`config.mk`:
```
export PLATFORM = sky130hd
export DESIGN_NAME = hdlc_tx_framer
export DESIGN_NICKNAME = d
export VERILOG_FILES = /design/src/rtl/hdlc_tx_pkg.sv /design/src/rtl/hdlc_tx_stuffer.sv /design/src/rtl/hdlc_tx_fcs.sv /design/src/rtl/hdlc_tx_ctrl.sv /design/src/rtl/hdlc_tx_framer.sv
export SDC_FILE = /design/constraint.sdc
export NUM_CORES = 1
export LEC_CHECK = 0
export BUFFER_PORTS_ARGS = -buffer_cell sky130_fd_sc_hd__buf_2
export CAP_MARGIN = 10
export CORE_MARGIN = 1.5
export CORE_UTILIZATION = 42
export CTS_CLUSTER_SIZE = 8
export DETAILED_ROUTE_END_ITERATION = 7
export PLACE_DENSITY = 0.59
export SYNTH_ARGS = -nofsm -noshare
export SYNTH_HDL_FRONTEND = slang
export SYNTH_SLANG_ARGS = --single-unit
```
`constraint.sdc`:
```
create_clock -name clk -period 2.3 [get_ports clk]
set_input_delay 0.115 -clock clk [delete_from_list [all_inputs] [get_ports clk]]
set_output_delay 0.115 -clock clk [all_outputs]
set_load 0.02 [all_outputs]
```
`src/rtl/hdlc_tx_pkg.sv`:
```
package hdlc_tx_pkg;

   // Transmit sequencer states
   typedef enum logic [2:0] {
      ST_IDLE  = 3'd0,
      ST_OPEN  = 3'd1,
      ST_DATA  = 3'd2,
      ST_FCS   = 3'd3,
      ST_CLOSE = 3'd4,
      ST_ABORT = 3'd5
   } tx_state_e;

   // Flag octet; the pattern is symmetric, so bit order does not matter
   localparam logic [7:0] FLAG_PAT = 8'h7E;

   function automatic int max3(input int a, input int b, input int c);
      int m;
      m = (a > b) ? a : b;
      return (m > c) ? m : c;
   endfunction

endpackage

```
`src/rtl/hdlc_tx_stuffer.sv`:
```
module hdlc_tx_stuffer #(
   parameter int RUN_LEN = 5
) (
   input  logic clk,
   input  logic rst_n,
   input  logic emit_valid,   // a stuffable bit went out this cycle
   input  logic emit_bit,
   output logic stuff_now     // the next line bit must be an inserted zero
);
   localparam int CNT_W = $clog2(RUN_LEN + 1);
   localparam logic [CNT_W-1:0] RUN_MAX = CNT_W'(RUN_LEN);

   logic [CNT_W-1:0] run_q;

   assign stuff_now = (run_q == RUN_MAX);

   always_ff @(posedge clk) begin
      if (!rst_n)                     run_q <= '0;
      else if (stuff_now)             run_q <= '0;
      else if (emit_valid && emit_bit) run_q <= run_q + 1'b1;
      else                            run_q <= '0;
   end
endmodule

```
`src/rtl/hdlc_tx_fcs.sv`:
```
module hdlc_tx_fcs #(
   parameter int               FCS_W = 16,
   parameter logic [FCS_W-1:0] POLY  = 16'h8408,
   parameter logic [FCS_W-1:0] INIT  = 16'hFFFF
) (
   input  logic clk,
   input  logic rst_n,
   input  logic init,
   input  logic step,
   input  logic shift,
   input  logic din,
   output logic fcs_bit
);
   logic [FCS_W-1:0] crc_q, crc_step;
   logic             fb;

   always_comb begin
      fb       = din ^ crc_q[0];
      crc_step = {1'b0, crc_q[FCS_W-1:1]};
      if (fb) crc_step = crc_step ^ POLY;
   end

   always_ff @(posedge clk) begin
      if (!rst_n)     crc_q <= INIT;
      else if (init)  crc_q <= INIT;
      else if (step)  crc_q <= crc_step;
      else if (shift) crc_q <= {1'b0, crc_q[FCS_W-1:1]};
   end

   assign fcs_bit = ~crc_q[0];
endmodule

```
`src/rtl/hdlc_tx_ctrl.sv`:
```
module hdlc_tx_ctrl
   import hdlc_tx_pkg::*;
#(
   parameter int BYTE_W    = 8,
   parameter int FCS_W     = 16,
   parameter int ABORT_LEN = 8
) (
   input  logic              clk,
   input  logic              rst_n,
   input  logic              cfg_flag_idle,
   input  logic              cfg_fcs_en,
   input  logic              cfg_lsb_first,
   input  logic              fifo_empty,
   input  logic [BYTE_W-1:0] fifo_data,
   input  logic              fifo_eop,
   output logic              fifo_rd,
   input  logic              stuff_now,
   input  logic              fcs_bit,
   output logic              fcs_init,
   output logic              fcs_step,
   output logic              fcs_shift,
   output logic              raw_bit,
   output logic              emit_valid,
   output logic              uflow_evt,
   output tx_state_e         state
);
   localparam int UNIT_MAX = max3(BYTE_W, FCS_W, ABORT_LEN);
   localparam int IDX_W    = $clog2(UNIT_MAX);
   localparam int BIDX_W   = $clog2(BYTE_W);
   localparam logic [IDX_W-1:0] BYTE_LAST  = IDX_W'(BYTE_W - 1);
   localparam logic [IDX_W-1:0] FCS_LAST   = IDX_W'(FCS_W - 1);
   localparam logic [IDX_W-1:0] ABORT_LAST = IDX_W'(ABORT_LEN - 1);

   tx_state_e         st_q, st_d;
   logic [IDX_W-1:0]  idx_q, idx_d;
   logic [BYTE_W-1:0] sh_q, sh_d;
   logic              eop_q, eop_d;
   logic [BYTE_W-1:0] data_rev, data_in;
   logic              flag_bit, byte_end;

   // Byte reversal for least-significant-bit-first transmission
   for (genvar g = 0; g < BYTE_W; g++) begin : g_rev
      assign data_rev[g] = fifo_data[BYTE_W-1-g];
   end
   assign data_in  = cfg_lsb_first ? data_rev : fifo_data;
   assign flag_bit = FLAG_PAT[idx_q[BIDX_W-1:0]];
   assign byte_end = (idx_q == BYTE_LAST);

   always_comb begin
      st_d       = st_q;
      idx_d      = idx_q;
      sh_d       = sh_q;
      eop_d      = eop_q;
      raw_bit    = 1'b1;
      fifo_rd    = 1'b0;
      uflow_evt  = 1'b0;
      fcs_init   = 1'b0;
      fcs_step   = 1'b0;
      fcs_shift  = 1'b0;
      emit_valid = 1'b0;
      if (stuff_now) begin
         raw_bit = 1'b0;                 // inserted zero; sequencer holds
      end else begin
         idx_d = idx_q + 1'b1;
         unique case (st_q)
            ST_IDLE: begin
               raw_bit = cfg_flag_idle ? flag_bit : 1'b1;
               if (byte_end) begin
                  idx_d = '0;
                  if (!fifo_empty) st_d = ST_OPEN;
               end
            end
            ST_OPEN: begin
               raw_bit = flag_bit;
               if (byte_end) begin
                  idx_d    = '0;
                  fifo_rd  = 1'b1;
                  sh_d     = data_in;
                  eop_d    = fifo_eop;
                  fcs_init = 1'b1;
                  st_d     = ST_DATA;
               end
            end
            ST_DATA: begin
               raw_bit    = sh_q[BYTE_W-1];
               emit_valid = 1'b1;
               fcs_step   = 1'b1;
               sh_d       = {sh_q[BYTE_W-2:0], 1'b0};
               if (byte_end) begin
                  idx_d = '0;
                  if (eop_q) begin
                     st_d = cfg_fcs_en ? ST_FCS : ST_CLOSE;
                  end else if (fifo_empty) begin
                     st_d      = ST_ABORT;
                     uflow_evt = 1'b1;
                  end else begin
                     fifo_rd = 1'b1;
                     sh_d    = data_in;
                     eop_d   = fifo_eop;
                  end
               end
            end
            ST_FCS: begin
               raw_bit    = fcs_bit;
               emit_valid = 1'b1;
               fcs_shift  = 1'b1;
               if (idx_q == FCS_LAST) begin
                  idx_d = '0;
                  st_d  = ST_CLOSE;
               end
            end
            ST_CLOSE: begin
               raw_bit = flag_bit;
               if (byte_end) begin
                  idx_d = '0;
                  st_d  = ST_IDLE;
               end
            end
            ST_ABORT: begin
               raw_bit = 1'b1;
               if (idx_q == ABORT_LAST) begin
                  idx_d = '0;
                  st_d  = ST_IDLE;
               end
            end
            default: begin
               idx_d = '0;
               st_d  = ST_IDLE;
            end
         endcase
      end
   end

   always_ff @(posedge clk) begin
      if (!rst_n) begin
         st_q  <= ST_IDLE;
         idx_q <= '0;
         sh_q  <= '0;
         eop_q <= 1'b0;
      end else begin
         st_q  <= st_d;
         idx_q <= idx_d;
         sh_q  <= sh_d;
         eop_q <= eop_d;
      end
   end

   assign state = st_q;

   AST_IDLE_NO_POP: assert property (@(posedge clk) disable iff (!rst_n)
      (st_q == ST_IDLE) |-> !fifo_rd);
   AST_ABORT_NO_POP: assert property (@(posedge clk) disable iff (!rst_n)
      (st_q == ST_ABORT) |-> (!fifo_rd && raw_bit == !stuff_now));
endmodule

```
`src/rtl/hdlc_tx_framer.sv`:
```
module hdlc_tx_framer
   import hdlc_tx_pkg::*;
#(
   parameter int               BYTE_W    = 8,
   parameter int               FCS_W     = 16,
   parameter logic [FCS_W-1:0] FCS_POLY  = 16'h8408,
   parameter logic [FCS_W-1:0] FCS_INIT  = 16'hFFFF,
   parameter int               RUN_LEN   = 5,
   parameter int               ABORT_LEN = 8,
   parameter bit               OUT_REG   = 1'b1
) (
   input  logic              clk,
   input  logic              rst_n,
   input  logic              cfg_flag_idle,
   input  logic              cfg_fcs_en,
   input  logic              cfg_lsb_first,
   input  logic              cfg_invert,
   input  logic              fifo_empty,
   input  logic [BYTE_W-1:0] fifo_data,
   input  logic              fifo_eop,
   output logic              fifo_rd,
   output logic              line_bit,
   output logic              underflow
);
   // Elaboration-time parameter checks
   if (BYTE_W != 8) begin : g_chk_byte
      $error("hdlc_tx_framer: BYTE_W must be 8, flag octet is fixed");
   end
   if (FCS_W != 16) begin : g_chk_fcs
      $error("hdlc_tx_framer: FCS_W must be 16");
   end
   if (ABORT_LEN < 7) begin : g_chk_abort
      $error("hdlc_tx_framer: ABORT_LEN must be at least 7");
   end
   if (RUN_LEN < 1 || RUN_LEN > 6) begin : g_chk_run
      $error("hdlc_tx_framer: RUN_LEN out of range");
   end

   logic      stuff_now, fcs_bit, fcs_init, fcs_step, fcs_shift;
   logic      raw_bit, emit_valid, uflow_evt, line_pre, uflow_q;
   tx_state_e state;

   hdlc_tx_ctrl #(
      .BYTE_W(BYTE_W), .FCS_W(FCS_W), .ABORT_LEN(ABORT_LEN)
   ) ctrl_i (
      .clk(clk), .rst_n(rst_n),
      .cfg_flag_idle(cfg_flag_idle), .cfg_fcs_en(cfg_fcs_en),
      .cfg_lsb_first(cfg_lsb_first),
      .fifo_empty(fifo_empty), .fifo_data(fifo_data), .fifo_eop(fifo_eop),
      .fifo_rd(fifo_rd), .stuff_now(stuff_now), .fcs_bit(fcs_bit),
      .fcs_init(fcs_init), .fcs_step(fcs_step), .fcs_shift(fcs_shift),
      .raw_bit(raw_bit), .emit_valid(emit_valid), .uflow_evt(uflow_evt),
      .state(state)
   );

   hdlc_tx_stuffer #(.RUN_LEN(RUN_LEN)) stuff_i (
      .clk(clk), .rst_n(rst_n),
      .emit_valid(emit_valid), .emit_bit(raw_bit), .stuff_now(stuff_now)
   );

   hdlc_tx_fcs #(.FCS_W(FCS_W), .POLY(FCS_POLY), .INIT(FCS_INIT)) fcs_i (
      .clk(clk), .rst_n(rst_n),
      .init(fcs_init), .step(fcs_step), .shift(fcs_shift),
      .din(raw_bit), .fcs_bit(fcs_bit)
   );

   // Output stage variant
   if (OUT_REG) begin : g_oreg
      logic out_q;
      always_ff @(posedge clk) begin
         if (!rst_n) out_q <= 1'b1;
         else        out_q <= raw_bit;
      end
      assign line_pre = out_q;

      AST_STUFF_ZERO: assert property (@(posedge clk) disable iff (!rst_n)
         stuff_now |=> !line_pre);
   end else begin : g_ocomb
      assign line_pre = raw_bit;
   end

   assign line_bit = line_pre ^ cfg_invert;

   always_ff @(posedge clk) begin
      if (!rst_n) uflow_q <= 1'b0;
      else        uflow_q <= uflow_evt;
   end
   assign underflow = uflow_q;

   AST_NO_POP_EMPTY: assert property (@(posedge clk) disable iff (!rst_n)
      fifo_rd |-> !fifo_empty);
   AST_UFLOW_ABORT: assert property (@(posedge clk) disable iff (!rst_n)
      underflow |-> (state == ST_ABORT));
   AST_UFLOW_PULSE: assert property (@(posedge clk) disable iff (!rst_n)
      underflow |=> !underflow);
endmodule

```
==> results of run 1 <==
==> state kept, by name, indices dropped and copies added, names as in the netlist <==
register and count:
g_oreg.out_q 1, ctrl_i.eop_q 1, ctrl_i.idx_q 4, fcs_i.crc_q 16, underflow 1, ctrl_i.sh_q 8, ctrl_i.flag_bit 1, stuff_i.run_q 3
ctrl_i.state 3
==> power by group through the flow <==
stage / registers (uW) / logic (uW) / clock network [uW]
floorplan: 688 / 56.0 / 0
global placement: 690 / 84.5 / 0
detailed placement: 690 / 83.1 / 0
CTS: 674 / 84.7 / 489
global route: 676 / 93.2 / 527
finish: 675 / 83.7 / 468
==> cells in the final DEF, fill, tap and decap left out, types with 2 or more instances in the layout <==
cell type | synthesis | layout
a21boi_0 | 2 | 2
nand2b_1 | 4 | 4
clkbuf_8 | 0 | 6
dfxtp_1 | 38 | 38
nand4_1 | 3 | 3
ha_1 | 3 | 3
a21boi_1 | 8 | 8
o21a_1 | 8 | 8
and3b_1 | 3 | 3
buf_2 | 5 | 18
o31ai_1 | 2 | 2
o22ai_1 | 2 | 2
o21ai_0 | 8 | 8
mux2i_1 | 8 | 8
a211oi_1 | 7 | 7
nand3_1 | 17 | 17
nor4_1 | 2 | 2
nand3b_1 | 3 | 3
inv_1 | 4 | 4
o22a_1 | 2 | 2
o211ai_1 | 2 | 2
or4_1 | 3 | 3
nor2_1 | 16 | 16
o21ai_1 | 4 | 4
buf_4 | 1 | 2
nand2_1 | 43 | 43
and2_1 | 8 | 8
a211o_1 | 2 | 2
nor3_1 | 2 | 2
a21oi_1 | 3 | 3
==> area by class of cell <==
cell class                      instances  area, um2
Timing Repair Buffer                   20        105
Clock buffer                            6       82.6
Fill cell                             444       2260
Clock inverter                          2       12.5
Tap cell                               52       65.1
Sequential cell                        38        761
Inverter                                4       15.0
Multi-Input combinational cell        181       1110
==> worst register-to-register path, stage by stage (launching register included) <==
cell and delay [ps]:
dfxtp_1 620, nand2b_1 240, a211o_1 490, nor2_1 170, a211oi_1 70, o21a_1 200
==> through the flow <==
step / cell area (um2) / hold WS [ps] / util
after CTS: 2150 / 75.0 / 0.487
after detailed placement: 2050 / 379 / 0.465
after global routing: 2150 / 89.6 / 0.487
final: 2150 / 90.0 / 0.487
after floorplan: 1960 / 234 / -
after global placement: 2050 / 385 / 0.465
==> worst min-delay path by stage <==
stage	startpoint	endpoint	slack (ps)	cells past startpoint
6_report	fifo_empty	underflow$_SDFF_PP0_	90	3
5_1_grt	fifo_empty	underflow$_SDFF_PP0_	90	3
3_3_place_gp	fifo_empty	underflow$_SDFF_PP0_	390	3
4_1_cts	fifo_empty	underflow$_SDFF_PP0_	70	3
2_1_floorplan	fifo_empty	underflow$_SDFF_PP0_	230	2
3_5_place_dp	fifo_empty	underflow$_SDFF_PP0_	380	3
==> layer usage <==
metal	wire length (um)	part of all wire
met1	1990	0.52
met2	1680	0.44
met3	143	0.037
met4	26	0.0068
met5	0	0
==> logic make-up after synthesis <==
logic type	count (synthesis)	synth area share
adder cells (fa/ha/maj)	3	0.0192
XOR/XNOR	2	0.00895
multiplexers	9	0.0466
flip-flops	38	0.388
buffers and inverters	17	0.0454
AO/OA/AOI/OAI	56	0.204
AND/OR/NAND/NOR	111	0.287
==> out/qor.yml, run 1 <==
die:
  start_util: 0.444
  core_area_mm2: 0.00441
  die_h_um: 71.3
  dieArea_mm2: 0.00508
  rows: 24
  ios: 19
  die_x_um: 71.3
route:
  detail_route.wl_per_cell_um: 12.7
  drt_wl_total_um: 3840
  drc: 0
  drt_iter0_markers: 88
  antenna_left: 0
  routed_via_density: 5.41
  dr.pass1.iters: 4
  vias: 1640
power:
  peakVddDrop_v: 0.000344
  p_leak_uw: 0.000939
  p_comb_frac: 0.068
  intPower_uw: 945
  power_density_mw_per_mm2: 571
  swShare: 0.229
  clkPwrFrac: 0.382
  p_total_uw: 1230
  seqPwrFrac: 0.550
  power_switching_uw: 281
sta:
  fin_skew_ps: 3.07
  drv_slew: 0
  max_freq_mhz: 528
  worstMarginPinSlew_ps: 560
  final-hold-violation-count: 0
  max-slew-margin-rel: 0.626
  rsz0062_at_grt: "no"
  setup-tns-final_ps: 0
  setup_viol: 0
  fin_crit_ps: 1890
  fin_crit_sh: 0.823
  fin_ws_ps: 406
global_route:
  grt_pass1_vias: 1474
  grt_pass1_wl_um: 6800
  grt_usage: 0.165
  gr-total-overflow: 0
  busiest_layer: "met2"
  grt_max_degree: 23
  use_met1: 0.228
  antenna_found_initial: 0
  grtUsageMet2: 0.254
  grt_use_met3: 0.0450
setup_path:
  critical_path_class: "flop to flop"
  critPathArrivalTime_ps: 2070
  cp.required_ps: 2480
  crit_start: "ctrl_i.state[1]$_SDFFE_PN0P_"
  crit_path_end: "ctrl_i.sh_q[5]$_SDFFE_PN0P_"
  startpoint_type: "flop"
  slowest_stage: "dfxtp_1"
  cp-end-kind: "flop"
  r2r_start: "ctrl_i.state[1]$_SDFFE_PN0P_"
  crit_fanout: 16
  crit_path_cell_trace: "nand2b_1 > a211o_1 > nor2_1 > a211oi_1 > o21a_1"
  r2r-end: "ctrl_i.sh_q[5]$_SDFFE_PN0P_"
  ff2ff_setup_slack_ps: 410
  crit_buf_inv: 0
  critical_path_depth: 5
  slowest_delay_ps: 620
  r2r_cells: 5
  crit_family: "compound AO/OA/AOI/OAI gates"
clocking:
  ctsResizeCount: 0
  clock_latency_ps: 280
  path_clk_slew_ps: 70
  hold_buffers: 0
  cts_made_buffers: 5
  htreeDepth: 2
  cts_buffer_depth: 2
  cts_tree: "built"
  clockRootBuffer: "clkbuf_8"
  post_cts_buffers: 0
  cts.sinks: 38
cells_and_area:
  drive_above_1_share: 0.135
  syn2layout_area_growth_pct: 9.78
  final_cells: 303
  final_nets: 269
  diodes: 0
synthesis:
  synth-edff-count: 0
  synth_area_per_cell_um2: 8.30
  ys_ff_latch: 38
  post-synth-top-area-cell: "dfxtp_1"
  synth_area_leaders: "dfxtp_1, nand2_1, nand3_1"
  synth_flop_cell: "dfxtp_1"
  netlist_area_mm2: 0.00196
  synthesis.nets: 255
  synthArstFlopShare: 0
  yosysMostFrequentCell: "nand2_1"
  syn_inst: 236
  ys_types: 48
  yosysSeqAreaShare: 0.388
  ys_warn_count: 0
  synth_top_area_frac: 0.388
  synthTopCellsByCount: "nand2_1, dfxtp_1, nand3_1, nor2_1"
place:
  routabilityCongestion: 0.756
  port_buffers: 18
  dp_slack_ps: 419
  hpwl_um: 2740
  dp.cells: 295
job:
  maxCapViolations: 0
hold_path:
  min_path_type: "input pin to flop"
outcome:
  status: "completed"
(Power assumes the default switching activity.)
==> inputs of run 2 (changes only) <==
--- a/config.mk
+++ b/config.mk
@@ -5,13 +5,14 @@
 export SDC_FILE = /design/constraint.sdc
 export NUM_CORES = 1
 export LEC_CHECK = 0
+export ABC_AREA = 1
 export BUFFER_PORTS_ARGS = -buffer_cell sky130_fd_sc_hd__buf_2
 export CAP_MARGIN = 10
 export CORE_MARGIN = 1.5
 export CORE_UTILIZATION = 42
 export CTS_CLUSTER_SIZE = 8
 export DETAILED_ROUTE_END_ITERATION = 7
-export PLACE_DENSITY = 0.59
+export PLACE_DENSITY = 0.61
 export SYNTH_ARGS = -nofsm -noshare
 export SYNTH_HDL_FRONTEND = slang
 export SYNTH_SLANG_ARGS = --single-unit
==> constraint.sdc (replaced) <==
create_clock -name clk -period 1.7 [get_ports clk]
set_input_delay 0.085 -clock clk [delete_from_list [all_inputs] [get_ports clk]]
set_output_delay 0.085 -clock clk [all_outputs]
set_load 0.02 [all_outputs]
==> run 2 against run 1 <==
Against the previous run: core utilization increased by 2.3 points; clock skew increased by 1.9 ps; sequential power increased by 97%; area after synthesis increased by 0.32%; sequential cell count unchanged; largest power group is now combinational cells.
==> out/qor.yml, run 2 <==
sta:
  setup-tns-final_ps: 0
  fin_skew_ps: 4.93
  max-slew-margin-rel: 0.844
  drv_slew: 0
  rsz0062_at_grt: "no"
  max_freq_mhz: 629
  fin_crit_sh: 0.935
  setup_viol: 0
  worstMarginPinSlew_ps: 233
  final-hold-violation-count: 0
  fin_crit_ps: 1590
cells_and_area:
  largest_registers: "fcs_i.crc_q: 16 flops, ctrl_i.sh_q: 8 flops, ctrl_i.idx_q: 4 flops"
  diodes: 0
  final_cell_mix: "nand2_1, inv_1, dfxtp_1, o211ai_1, buf_2"
  largest-register: "fcs_i.crc_q"
  final_common_cell: "nand2_1"
  largest_reg_flops: 16
  drive_above_1_share: 0.230
  syn2layout_area_growth_pct: 14.6
  post-route-util: 0.510
  final_nets: 315
setup_path:
  r2r-end: "ctrl_i.sh_q[1]$_SDFFE_PN0P_"
  ff2ff_setup_slack_ps: 130
  crit_fanout: 4
  cp.required_ps: 1620
  startpoint_type: "flop"
  critical_path_class: "flop to output pin"
  critPathArrivalTime_ps: 1510
  r2r_start: "ctrl_i.idx_q[0]$_SDFFE_PN0N_"
  cp-end-kind: "output pin"
  r2r_cells: 10
synthesis:
  syn_inst: 271
  synth_area_leaders: "dfxtp_1, nand2_1, o211ai_1"
  synthSimpleGateAreaFrac: 0.250
  yosysSeqAreaShare: 0.387
  synth_xor_area_frac: 0.0134
  synthTopCellsByCount: "nand2_1, inv_1, dfxtp_1, o211ai_1, a21oi_1"
  yosysMostFrequentCell: "nand2_1"
  synth_top_area_frac: 0.387
  ys_ff_latch: 38
  synth_compound_area_frac: 0.197
  synth_flop_cell: "dfxtp_1"
  synth_fa_ha_area_frac: 0.0191
  synth_top_family_by_area: "simple AND/OR/NAND/NOR gates"
  synth-edff-count: 0
  netlist_area_mm2: 0.00196
  post-synth-top-area-cell: "dfxtp_1"
  synthArstFlopShare: 0
  synthesis.nets: 290
  ys_types: 35
  synth_area_per_cell_um2: 7.25
  ys_warn_count: 0
  synthMuxAreaShare: 0
hold_path:
  min-delay-start: "fifo_empty"
  whs_endpoint: "underflow$_SDFF_PP0_"
  min_path_type: "input pin to flop"
  hold_depth: 3
clocking:
  cts.sinks: 38
  post_cts_buffers: 0
  cts_made_buffers: 5
  cts_tree: "built"
  clock_latency_ps: 290
  path_clk_slew_ps: 70
  clockRootBuffer: "clkbuf_8"
  cts_buffer_depth: 2
  htreeDepth: 2
global_route:
  gr-total-overflow: 0
  grt_pass1_vias: 1569
  antenna_found_initial: 0
  grt_pass1_wl_um: 6850
  grt_usage: 0.170
  grt_max_degree: 17
power:
  p_leak_uw: 0.00110
  seqPwrFrac: 0.401
  swShare: 0.399
  p_comb_frac: 0.424
  intPower_uw: 1990
  clkPwrFrac: 0.175
  power_switching_uw: 1320
  peakVddDrop_v: 0.000782
  power_density_mw_per_mm2: 1470
die:
  ios: 19
  die_h_um: 71.4
  rows: 24
  core_area_mm2: 0.00441
  die_x_um: 71.4
  start_util: 0.445
  dieArea_mm2: 0.00510
job:
  maxCapViolations: 0
route:
  dr.pass1.iters: 4
  drt_wl_total_um: 3890
  antenna_left: 0
  drt_iter0_markers: 86
  routed_via_density: 4.93
  drc: 0
  detail_route.wl_per_cell_um: 11.2
  vias: 1714
place:
  routabilityCongestion: 0.880
  port_buffers: 18
  hpwl_um: 2930
outcome:
  status: "completed"
run 2: cell types whose count changed after synthesis, sizes merged, moves of 4 or more:
cell and delta:
nand2b -4, nand2 +21, a21boi -10, o211ai +24
inv +45, mux2i -8, o21a -8, and2 -8
a211oi -6, nor2 +5, a21oi +13
run 2: repair_timing:
action,in CTS,in global routing
resized for setup,4,11
setup endpoints to repair,1,19
pin swaps,0,1
hold buffers,0,0
endpoints found under the hold margin,0,0
run 2: kinds of logic (layout without fill, tap and decap cells):
kind of cell,count (synthesis),after routing
AND/OR/NAND/NOR,107,107
AO/OA/AOI/OAI,60,60
buffers and inverters,60,85
flip-flops,38,38
adder cells (fa/ha/maj),3,3
XOR/XNOR,3,3
run 2: per-stage QoR:
| stage | instance area [um2] | worst slack (ps) | hold WS (ps) | power (uW) | instances |
|---|---|---|---|---|---|
| after floorplan | 1960 | 188 | 222 | 2450 | 271 |
| after global placement | 2140 | 131 | 370 | 2710 | 341 |
| after detailed placement | 2140 | 82.1 | 372 | 2730 | 341 |
| after CTS | 2220 | 7.73 | 59.4 | 3320 | 348 |
| after global routing | 2250 | 4.93 | 88.8 | 3630 | 348 |
| final | 2250 | 110 | 63.2 | 3310 | 348 |
run 2: power by group through the flow:
stage / logic [uW] / registers (uW) / clock network [uW]
final: 1400 / 1330 / 581
after global routing: 1620 / 1370 / 643
after CTS: 1400 / 1320 / 603
after detailed placement: 1400 / 1330 / 0
after global placement: 1380 / 1330 / 0
after floorplan: 1170 / 1270 / 0
run 2: worst max-delay path, stage by stage, from the launching register on:
cell and delay [ps]:
dfxtp_4 370, ha_4 140, nand2_2 80, nor2_4 160, inv_2 60, nor2_2 110
inv_2 60, a21oi_2 100, buf_4 150
run 2: area by class of cell:
type                       count  area (um2)
clock inverter                 2        10.0
inverter                      51         199
fill                         450        2160
sequential                    38         772
timing repair buffer          27         173
multi-input combinational    173         965
tap                           52        65.1
clock buffer                   5        68.8
run 2: worst max path at each step:
stage | to | start | cells past startpoint | slack, ps
final | fifo_rd | ctrl_i.idx_q[0]$_SDFFE_PN0N_ | 8 | 110
after global routing | ctrl_i.flag_bit$_DFF_P_ | ctrl_i.state[1]$_SDFFE_PN0P_ | 11 | 5
after CTS | fifo_rd | ctrl_i.idx_q[1]$_SDFFE_PN0N_ | 8 | 8
after detailed placement | ctrl_i.state[0]$_SDFFE_PN0P_ | ctrl_i.idx_q[1]$_SDFFE_PN0N_ | 10 | 80
after global placement | ctrl_i.state[0]$_SDFFE_PN0P_ | ctrl_i.state[1]$_SDFFE_PN0P_ | 9 | 130
after floorplan | fcs_i.crc_q[12]$_SDFFE_PP1P_ | stuff_i.run_q[1]$_SDFF_PP0_ | 10 | 190
run 2: layer usage:
layer / up-vias / share of wire / track usage
met1: 759 / 0.50 / 0.215
met4: 0 / 0.017 / 0.0692
met2: 21 / 0.45 / 0.271
met3: 6 / 0.037 / 0.0520
met5: - / 0 / 0
li1: 928 / - / -
==> inputs of run 3 (changes only) <==
--- a/config.mk
+++ b/config.mk
@@ -5,14 +5,12 @@
 export SDC_FILE = /design/constraint.sdc
 export NUM_CORES = 1
 export LEC_CHECK = 0
-export ABC_AREA = 1
 export BUFFER_PORTS_ARGS = -buffer_cell sky130_fd_sc_hd__buf_2
 export CAP_MARGIN = 10
-export CORE_MARGIN = 1.5
-export CORE_UTILIZATION = 42
+export CORE_UTILIZATION = 25
 export CTS_CLUSTER_SIZE = 8
 export DETAILED_ROUTE_END_ITERATION = 7
-export PLACE_DENSITY = 0.61
+export PLACE_DENSITY = 0.41
 export SYNTH_ARGS = -nofsm -noshare
 export SYNTH_HDL_FRONTEND = slang
 export SYNTH_SLANG_ARGS = --single-unit
==> run 3 against run 2 <==
Against the previous run: sequential power shrank 31%; first-iteration DRC count is 2.3% lower; hold slack got worse by 21 ps; design area increased by 14%; worst setup slack lost 48 ps; global-route usage down 5.3 points; via count increased by 3.4%; sequential share of layout area is 4.4 points lower; core utilization is 16 points lower; die area grew 61%; critical path depth increased by 2; largest power group is now sequential cells.
==> out/qor.yml, run 3 (synthesized netlist as in run 1, its figures left out) <==
outcome:
  status: "completed"
setup_path:
  crit_path_frequent_cell: "buf_6"
  crit_fanout: 8
  startpoint_type: "flop"
  critPathArrivalTime_ps: 1820
  cp.required_ps: 1890
  slowest_stage: "dfxtp_2"
  critical_path_class: "flop to flop"
  crit_family: "buffers and inverters"
  cp-end-kind: "flop"
  slowest_delay_ps: 330
  crit_buf_inv: 4
  crit_path_cell_trace: "inv_2 > ha_4 > and2_4 > buf_6 > nor2_4 > buf_4 > nand2_2 > buf_6 > and2_1 > o21a_1"
place:
  dp.cells: 371
  dp_slack_ps: -48.8
  hpwl_um: 3430
  port_buffers: 18
  routabilityCongestion: 0.738
power:
  power_switching_uw: 438
  power_density_mw_per_mm2: 658
  clkPwrFrac: 0.379
  intPower_uw: 1260
  p_leak_uw: 0.00113
  peakVddDrop_v: 0.000323
  seqPwrFrac: 0.539
  p_comb_frac: 0.082
  swShare: 0.258
route:
  detail_route.wl_per_cell_um: 12.3
  drt_iter0_markers: 84
  routed_via_density: 4.59
  antenna_left: 0
  drt_wl_total_um: 4760
  drc: 0
  vias: 1773
  dr.pass1.iters: 4
cells_and_area:
  syn2layout_area_growth_pct: 31.7
  final_cell_mix: "nand2_1, buf_4, dfxtp_1, nand3_1, buf_2"
  final_common_cell: "nand2_1"
  largest-register: "fcs_i.crc_q"
  drive_above_1_share: 0.317
  diodes: 0
  largest_reg_flops: 16
  largest_registers: "fcs_i.crc_q: 16 flops, ctrl_i.sh_q: 8 flops, ctrl_i.idx_q: 4 flops"
  final_cells: 386
  final_nets: 305
die:
  ios: 19
  rows: 31
  dieArea_mm2: 0.00819
  die_x_um: 90.5
  start_util: 0.264
  core_area_mm2: 0.00741
  die_h_um: 90.5
clocking:
  htreeDepth: 2
  path_clk_slew_ps: 80
  clock_latency_ps: 290
  cts_made_buffers: 5
  hold_buffers: 0
  cts_tree: "built"
  cts.sinks: 38
  cts_buffer_depth: 2
  clockRootBuffer: "clkbuf_8"
global_route:
  grt_usage: 0.117
  grt_pass1_wl_um: 7790
  gr-total-overflow: 0
  grt_max_degree: 16
  antenna_found_initial: 0
  grt_pass1_vias: 1655
sta:
  final-hold-violation-count: 0
  fin_ws_ps: 61.7
  max_freq_mhz: 610
  drv_slew: 0
  setup_viol: 0
  fin_crit_sh: 0.964
  max-slew-margin-rel: 0.749
  fin_skew_ps: 9.50
  fin_crit_ps: 1640
  worstMarginPinSlew_ps: 373
  rsz0062_at_grt: "yes"
hold_path:
  min_path_type: "input pin to flop"
job:
  maxCapViolations: 0
-- run 3: cell types whose count changed in the layout (fill, tap and decap cells not counted), moves of 7 or more --
cell      change
inv_1        -38
buf_4        +26
o211ai_1     -24
nand2_1      -19
a21oi_1      -13
a21boi_1      +8
mux2i_1       +8
o21a_1        +8
and2_1        +7
-- run 3: metal layers --
layer | global-route usage | part of all wire
met5 | 0 | 0
met4 | 0.0323 | 0.0090
met3 | 0.0278 | 0.025
met2 | 0.189 | 0.45
met1 | 0.154 | 0.51
-- run 3: final timing paths --
kind	from	end	slack, ps	cells after the start
setup / recovery	stuff_i.run_q[1]$_SDFF_PP0_	ctrl_i.sh_q[7]$_SDFFE_PN0P_	60	10
hold / removal	fifo_empty	underflow$_SDFF_PP0_	40	3
setup reg to reg	stuff_i.run_q[1]$_SDFF_PP0_	ctrl_i.sh_q[7]$_SDFFE_PN0P_	60	10
hold reg to reg	ctrl_i.sh_q[0]$_SDFFE_PN0P_	ctrl_i.sh_q[0]$_SDFFE_PN0P_	460	2
-- run 3: layout make-up --
class / instances / area (um2)
clock buffer: 5 / 68.8
clock inverter: 3 / 21.3
fill: 787 / 4830
inverter: 4 / 15.0
multi-input combinational: 181 / 1190
sequential: 38 / 769
tap: 99 / 124
timing repair buffer: 56 / 393
-- run 3: through the flow --
stage | setup TNS [ps] | area, um2 | utilization | hold slack (ps) | power, uW
after floorplan | 0 | 1960 | - | 204 | 1010
after global placement | -71.9 | 2330 | 0.315 | 355 | 1070
after detailed placement | -169 | 2330 | 0.315 | 358 | 1070
after CTS | 0 | 2480 | 0.335 | 34.8 | 1730
after global routing | -121 | 2580 | 0.348 | 35.6 | 1800
final | 0 | 2580 | 0.348 | 42.3 | 1700
-- run 3: repair_timing --
item	in CTS	in global routing
pin swaps	1	4
endpoints found under the setup margin	10	16
buffers inserted	4	2
gates resized for setup	11	21
cloned	0	1
-- run 3: worst reg2reg max path, delay by kind of cell, from the launching register on --
family	cells	cell delay [ps]
flip-flops	1	330
AND/OR/NAND/NOR	4	450
buffers and inverters	4	460
AO/OA/AOI/OAI	1	160
adder cells (fa/ha/maj)	1	150
-- run 3: power groups by stage --
| stage | Combinational, uW | Clock [uW] | Sequential (uW) |
|---|---|---|---|
| 2_1_floorplan | 75.8 | 0 | 931 |
| 3_3_place_gp | 136 | 0 | 932 |
| 3_5_place_dp | 135 | 0 | 932 |
| 4_1_cts | 136 | 683 | 911 |
| 5_1_grt | 155 | 725 | 916 |
| 6_report | 139 | 643 | 914 |
